**src/rtl/qdot_pkg.sv**
```systemverilog
package qdot_pkg;
  localparam int FP_W    = 16;
  localparam int EXP_W   = 5;
  localparam int FRAC_W  = 10;
  localparam int MANT_W  = FRAC_W + 1;
  localparam int WGT_W   = 4;
  localparam int ZP_W    = 2;
  localparam int WQ_W    = WGT_W + 1;
  localparam int ACT_I_W = MANT_W + 1;
  localparam int PROD_W  = WQ_W + ACT_I_W;

  typedef enum logic {WM_INT4 = 1'b0, WM_INT2 = 1'b1} wmode_e;
  typedef enum logic {ST_FILL = 1'b0, ST_RUN = 1'b1} st_e;

  typedef struct packed {
    logic              sign;
    logic [EXP_W-1:0]  expo;
    logic [MANT_W-1:0] mant;
  } fp_unp_t;
endpackage

```
**src/rtl/qdot_fp_unpack.sv**
```systemverilog
module qdot_fp_unpack
  import qdot_pkg::*;
(
  input  logic [FP_W-1:0] fp_i,
  output fp_unp_t         unp_o
);
  logic [EXP_W-1:0] e;
  assign e = fp_i[FP_W-2 -: EXP_W];

  always_comb begin
    unp_o.sign = fp_i[FP_W-1];
    unp_o.expo = e;
    // zero and subnormal collapse to zero
    unp_o.mant = (e == '0) ? '0 : {1'b1, fp_i[FRAC_W-1:0]};
  end
endmodule

```
**src/rtl/qdot_buf.sv**
```systemverilog
module qdot_buf #(
  parameter int DEPTH  = 128,
  parameter int WORD_W = 20,
  localparam int AW    = $clog2(DEPTH)
) (
  input  logic              clk_i,
  input  logic              we_i,
  input  logic [AW-1:0]     waddr_i,
  input  logic [WORD_W-1:0] wdata_i,
  input  logic [AW-1:0]     raddr_i,
  output logic [WORD_W-1:0] rdata_o
);
  logic [WORD_W-1:0] mem_q [DEPTH];

  always_ff @(posedge clk_i) begin
    if (we_i) mem_q[waddr_i] <= wdata_i;
  end

  assign rdata_o = mem_q[raddr_i];
endmodule

```
**src/rtl/qdot_mac.sv**
```systemverilog
module qdot_mac
  import qdot_pkg::*;
#(
  parameter int IDX_W  = 7,
  localparam int ACC_W = PROD_W + IDX_W
) (
  input  logic             clk_i,
  input  logic             rst_ni,
  input  logic             en_i,
  input  logic             first_i,
  input  logic [WGT_W-1:0] wgt_i,
  input  logic [ZP_W-1:0]  zp_i,
  input  wmode_e           mode_i,
  input  fp_unp_t          act_i,
  input  logic [EXP_W-1:0] emax_i,
  output logic [ACC_W-1:0] acc_next_o
);
  logic [EXP_W-1:0]          shamt;
  logic [MANT_W-1:0]         mag;
  logic signed [ACT_I_W-1:0] act_s;
  logic signed [WQ_W-1:0]    wq;
  logic signed [PROD_W-1:0]  prod;
  logic signed [ACC_W-1:0]   acc_q, base;
  logic signed [ACC_W:0]     sum_w;

  assign shamt = emax_i - act_i.expo;
  assign mag   = act_i.mant >> shamt;
  assign act_s = act_i.sign ? -$signed({1'b0, mag}) : $signed({1'b0, mag});

  always_comb begin
    if (mode_i == WM_INT2)
      wq = $signed({3'b000, wgt_i[1:0]}) - $signed({4'b0000, zp_i[0]});
    else
      wq = $signed({1'b0, wgt_i}) - $signed({3'b000, zp_i});
  end

  assign prod  = wq * act_s;
  assign base  = first_i ? '0 : acc_q;
  assign sum_w = (ACC_W+1)'(base) + (ACC_W+1)'(prod);
  assign acc_next_o = sum_w[ACC_W-1:0];

  always_ff @(posedge clk_i or negedge rst_ni) begin
    if (!rst_ni)   acc_q <= '0;
    else if (en_i) acc_q <= sum_w[ACC_W-1:0];
  end

  AST_NO_OVERFLOW: assert property (@(posedge clk_i) disable iff (!rst_ni)
    en_i |-> (sum_w[ACC_W] == sum_w[ACC_W-1]));
endmodule

```
**src/rtl/qdot_block_unit.sv**
```systemverilog
module qdot_block_unit
  import qdot_pkg::*;
#(
  parameter int BLK_LEN = 128,
  localparam int IDX_W  = $clog2(BLK_LEN),
  localparam int ACC_W  = PROD_W + IDX_W
) (
  input  logic             clk_i,
  input  logic             rst_ni,
  input  logic             in_valid_i,
  output logic             in_ready_o,
  input  logic [WGT_W-1:0] wgt_i,
  input  logic [FP_W-1:0]  act_i,
  input  logic             last_i,
  input  logic [FP_W-1:0]  scale_i,
  input  logic [ZP_W-1:0]  zp_i,
  input  logic             mode_i,
  output logic             out_valid_o,
  output logic [ACC_W-1:0] sum_o,
  output logic [EXP_W-1:0] exp_o,
  output logic [FP_W-1:0]  scale_o
);
  localparam int WORD_W = WGT_W + FP_W;
  localparam logic [IDX_W-1:0] LAST_IDX = IDX_W'(BLK_LEN - 1);

  st_e               state_q;
  logic [IDX_W-1:0]  wr_idx_q, rd_idx_q;
  logic [EXP_W-1:0]  emax_q, in_exp;
  logic [FP_W-1:0]   scale_q;
  logic [ZP_W-1:0]   zp_q;
  wmode_e            mode_q;
  logic              accept, run, first_el;
  logic [WORD_W-1:0] rd_word;
  fp_unp_t           rd_unp;
  logic [ACC_W-1:0]  acc_next;

  assign in_ready_o = (state_q == ST_FILL);
  assign accept     = in_valid_i & in_ready_o;
  assign run        = (state_q == ST_RUN);
  assign first_el   = (wr_idx_q == '0);
  assign in_exp     = act_i[FP_W-2 -: EXP_W];

  qdot_buf #(.DEPTH(BLK_LEN), .WORD_W(WORD_W)) u_buf (
    .clk_i   (clk_i),
    .we_i    (accept),
    .waddr_i (wr_idx_q),
    .wdata_i ({wgt_i, act_i}),
    .raddr_i (rd_idx_q),
    .rdata_o (rd_word)
  );

  qdot_fp_unpack u_unp (
    .fp_i  (rd_word[FP_W-1:0]),
    .unp_o (rd_unp)
  );

  qdot_mac #(.IDX_W(IDX_W)) u_mac (
    .clk_i      (clk_i),
    .rst_ni     (rst_ni),
    .en_i       (run),
    .first_i    (rd_idx_q == '0),
    .wgt_i      (rd_word[WORD_W-1 -: WGT_W]),
    .zp_i       (zp_q),
    .mode_i     (mode_q),
    .act_i      (rd_unp),
    .emax_i     (emax_q),
    .acc_next_o (acc_next)
  );

  // block parameters and running exponent maximum
  always_ff @(posedge clk_i or negedge rst_ni) begin
    if (!rst_ni) begin
      emax_q  <= '0;
      scale_q <= '0;
      zp_q    <= '0;
      mode_q  <= WM_INT4;
    end else if (accept) begin
      if (first_el) begin
        emax_q  <= in_exp;
        scale_q <= scale_i;
        zp_q    <= zp_i;
        mode_q  <= wmode_e'(mode_i);
      end else if (in_exp > emax_q) begin
        emax_q  <= in_exp;
      end
    end
  end

  always_ff @(posedge clk_i or negedge rst_ni) begin
    if (!rst_ni) begin
      state_q     <= ST_FILL;
      wr_idx_q    <= '0;
      rd_idx_q    <= '0;
      out_valid_o <= 1'b0;
      sum_o       <= '0;
      exp_o       <= '0;
      scale_o     <= '0;
    end else begin
      out_valid_o <= 1'b0;
      unique case (state_q)
        ST_FILL: if (accept) begin
          if (last_i) begin
            state_q  <= ST_RUN;
            wr_idx_q <= '0;
            rd_idx_q <= '0;
          end else begin
            wr_idx_q <= wr_idx_q + 1'b1;
          end
        end
        ST_RUN: begin
          rd_idx_q <= rd_idx_q + 1'b1;
          if (rd_idx_q == LAST_IDX) begin
            state_q     <= ST_FILL;
            out_valid_o <= 1'b1;
            sum_o       <= acc_next;
            exp_o       <= emax_q;
            scale_o     <= scale_q;
          end
        end
        default: state_q <= ST_FILL;
      endcase
    end
  end

  AST_LAST_ALIGN: assert property (@(posedge clk_i) disable iff (!rst_ni)
    (accept && last_i) |-> (wr_idx_q == LAST_IDX));
  AST_FULL_NEEDS_LAST: assert property (@(posedge clk_i) disable iff (!rst_ni)
    (accept && wr_idx_q == LAST_IDX) |-> last_i);
  AST_EXP_MAX: assert property (@(posedge clk_i) disable iff (!rst_ni)
    accept |=> (emax_q >= $past(in_exp)));
  AST_OUT_PULSE: assert property (@(posedge clk_i) disable iff (!rst_ni)
    out_valid_o |=> !out_valid_o);
  AST_OUT_HOLD: assert property (@(posedge clk_i) disable iff (!rst_ni)
    !out_valid_o |-> ($stable(sum_o) && $stable(exp_o) && $stable(scale_o)));
  AST_BUSY_BEFORE_OUT: assert property (@(posedge clk_i) disable iff (!rst_ni)
    out_valid_o |-> !$past(in_ready_o));
endmodule

```
**config.mk**
```make
export PLATFORM = sky130hd
export DESIGN_NAME = qdot_block_unit
export DESIGN_NICKNAME = d
export VERILOG_FILES = /design/src/rtl/qdot_pkg.sv /design/src/rtl/qdot_fp_unpack.sv /design/src/rtl/qdot_buf.sv /design/src/rtl/qdot_mac.sv /design/src/rtl/qdot_block_unit.sv
export SDC_FILE = /design/constraint.sdc
export NUM_CORES = 2
export LEC_CHECK = 0
export ABC_AREA = 1
export BUFFER_PORTS_ARGS = -buffer_cell sky130_fd_sc_hd__buf_2
export CORE_ASPECT_RATIO = 1.25
export CORE_MARGIN = 2
export CORE_UTILIZATION = 50
export CTS_CLUSTER_SIZE = 30
export DETAILED_ROUTE_END_ITERATION = 8
export PLACE_DENSITY_LB_ADDON = 0.12
export SETUP_SLACK_MARGIN = 0.05
export SYNTH_ARGS = -nofsm -noshare
export SYNTH_HDL_FRONTEND = slang
export SYNTH_SLANG_ARGS = --single-unit
```
**constraint.sdc**
```tcl
create_clock -name clk_i -period 9.4 [get_ports clk_i]
set_input_delay 0.94 -clock clk_i [delete_from_list [all_inputs] [get_ports clk_i]]
set_output_delay 0.94 -clock clk_i [all_outputs]
set_load 0.02 [all_outputs]
```
==> summary.txt <==
Min path
  – Class of the worst hold path: in -> async

Routing
  – DRC errors left: 0
  – Detailed Route WL: 343000 um
  – Vias per Instance: 5.92
  – Detailed Route Iter0 Violations: 8754
  – Drt first pass iters: 7
  – Antenna-violating nets left: 0
  – WL per Instance: 26.9 um
  – Via count: between 70000 and 80000

Worst setup path
  – Critical-path top delay cell: dfrtp_4
  – Reg2Reg Setup Slack: roughly 0.48 ns
  – CP Class: reg -> reg
  – WP data required: between 10 and 15 ns
  – Type of origin of the critical path: flop
  – CP max FO: 35
  – CP endpoint kind: flop
  – Data arrival, critical path: between 9 and 10 ns
  – Crit-path max cell delay: roughly 0.5 ns

Job
  – Max_cap viols: 0

Global routing
  – Vias in the first global route: 72500
  – Antenna violations before repair: 11
  – First-pass GRT wire length: 496000 um
  – Largest net degree at the start of global routing: 84
  – Total Routing Usage GR: 30.0%
  – Grt total ovfl: 0

Place
  – I/O Buffers: 89
  – RD Place Congestion: 0.947
  – DP Wirelength: 212000 um

STA
  – Final setup viols: 0
  – Clock Skew: around 0.062 ns
  – TNS Setup: 0 ns
  – Worst hold slack: 0.113 ns
  – Fmax: 0.112 GHz
  – Fin crit period: slightly below 9 ns
  – Worst slew pin tran: 1.30 ns
  – Max-slew violations: 0
  – Rel. slew slack: 13.5%
  – RSZ-0062 raised after global routing: no
  – Crit share post-route: 94.9%
  – Final hold vios: 0

Yosys
  – Post-Synthesis Cells: 9134
  – Syn_nets: ~9300
  – Most used DFF post-synth: edfxtp_1
  – Post-synthesis sequential area ratio: 71.7%
  – Number of synthesized flops with an enable pin: roughly 2600
  – Avg Inst Size Synth: 12.2 um^2
  – FFs w/ async S/R, synth: a little over 4%
  – Synth warn: 0
  – Register bit total from synthesis: 2669
  – Unique masters post-synth: between 50 and 60
  – Mapped Area: between 0.1 and 0.15 mm^2

Floorplanning
  – Site Rows: 193
  – Std-Cell Core Area: 0.221 mm^2
  – Die Wd: around 430 um
  – Initial Util: 50.3%
  – Die area: about 0.23 mm^2
  – # IOs: 90
  – DIE HEIGHT: 531 um

Finish
  – Fill count: 18000
  – Commonest non-fill, non-tap cells in the layout: edfxtp_1, nand2_1, nor2_1, nand3_1, buf_4
  – Final nets: 9796
  – Multi-input logic area: 0.0280 mm^2
  – Layout area overhead: 14.6%
  – FF/Latch Area: around 0.08 mm^2
  – Commonest non-fill, non-tap cell in the layout: edfxtp_1
  – Share of cells above drive strength 1: between 10% and 20%

Clock tree
  – CTS Sinks: 2669
  – Clk buf depth: 4
  – Clock latency on the worst-skew pair: 0.88 ns
  – CTS tree: yes
  – Inserted Clock Buffers: 272
  – H-tree depth: 5
  – Root buf cell: clkbuf_16
  – CTS clk-pin slew, worst paths: 0.07 ns

Run status
  – Status: complete, no violations
## cell type report
type	instances	area share [%]
Antenna cell	5	0.00982
Inverter	276	0.844
Sequential cell	2669	62.5
Clock buffer	330	5.62
Tap cell	2925	2.87
Clock inverter	130	0.890
Multi-Input combinational cell	5613	22.0
Timing Repair Buffer	779	5.25
## per-stage QoR
step                      utilization, %  setup slack [ns]  instance area (um^2)  cells
after global routing                57.6            0.0212                127000  12700
after global placement              53.7             0.133                119000  12300
after detailed placement            53.7            0.0941                119000  12300
final                               57.6             0.475                127000  12700
after CTS                           57.5            0.0539                127000  12700
after floorplan                        -              1.01                111000   9134
## final timing paths
| kind | startpoint | end | cells past startpoint |
|---|---|---|---|
| max in group asynchronous | rst_ni | rd_idx_q[0] | 2 |
| min in group clk_i | scale_i[7] | scale_q[7] | 2 |
| min reg2reg | scale_q[10] | scale_o[10] | 2 |
| max | rd_idx_q[0] | sum_o[23] | 45 |
| min | rst_ni | u_mac.acc_q[21] | 1 |
| max reg2reg | rd_idx_q[0] | sum_o[23] | 45 |
## cells in the mapped netlist (11+ instances only)
library cell / n / area share (%)
a22o_1: 21 / 0.17
o22ai_1: 91 / 0.51
o211ai_1: 76 / 0.51
inv_2: 14 / 0.047
o221ai_1: 50 / 0.39
a22oi_1: 111 / 0.75
a32o_1: 24 / 0.22
nand3_1: 780 / 3.5
clkbuf_1: 187 / 0.63
a31oi_1: 25 / 0.14
mux2_2: 14 / 0.14
a21oi_1: 533 / 2.4
nor2_1: 923 / 3.1
buf_4: 69 / 0.47
inv_1: 257 / 0.87
xnor2_1: 18 / 0.14
fa_1: 77 / 1.4
edfxtp_1: 2560 / 69
dfrtp_1: 109 / 2.5
buf_2: 200 / 0.90
buf_1: 81 / 0.27
o21ai_0: 509 / 2.3
nand2_1: 2084 / 7.0
o21ai_1: 74 / 0.33
xor2_1: 11 / 0.087
ha_1: 65 / 0.73
nor3_1: 30 / 0.14
buf_6: 38 / 0.39
## kinds of logic after synthesis
logic type               synth area share (%)
AO/OA/AOI/OAI                            8.18
AND/OR/NAND/NOR                          14.0
multiplexers                            0.142
adder cells (fa/ha/maj)                  2.12
flip-flops                               71.7
buffers and inverters                    3.60
XOR/XNOR                                0.258
## metal layers
| layer | GRT usage [%] | wire length (um) | vias to the layer above |
|---|---|---|---|
| li1 | - | - | 33500 |
| met3 | 4.44 | 26600 | 690 |
| met2 | 48.8 | 164000 | 3380 |
| met1 | 39.9 | 134000 | 37700 |
| met4 | 14.1 | 17900 | 2 |
| met5 | 0 | 16 | - |
## worst max-delay path, delay by kind of cell (launching register included)
kind                     cells  cell delay, ns
AO/OA/AOI/OAI               12            2.21
XOR/XNOR                     1            0.15
adder cells (fa/ha/maj)      7            2.56
buffers and inverters       13            2.01
flip-flops                   1            0.50
AND/OR/NAND/NOR             12            1.25
## what timing repair did
action,4_1_cts,5_1_grt
setup endpoints to repair,0,17
gates resized for setup,0,55
hold buffers,0,0
setup buffers,0,9
endpoints found under the hold margin,0,0
## flip-flops by register name, summed over array words and instances, names as in the netlist
| signal | count |
|---|---|
| u_mac.acc_q | 24 |
| scale_q | 16 |
| sum_o | 24 |
| rd_idx_q | 7 |
| run | 1 |
| wr_idx_q | 7 |
| emax_q | 5 |
| mode_q | 1 |
| u_buf.mem_q | 2560 |
| zp_q | 2 |
| scale_o | 16 |
| out_valid_o | 1 |
| exp_o | 5 |
Power is not shown: default switching activity piles up to over one toggle a cycle in this logic, so the estimate is an artifact.
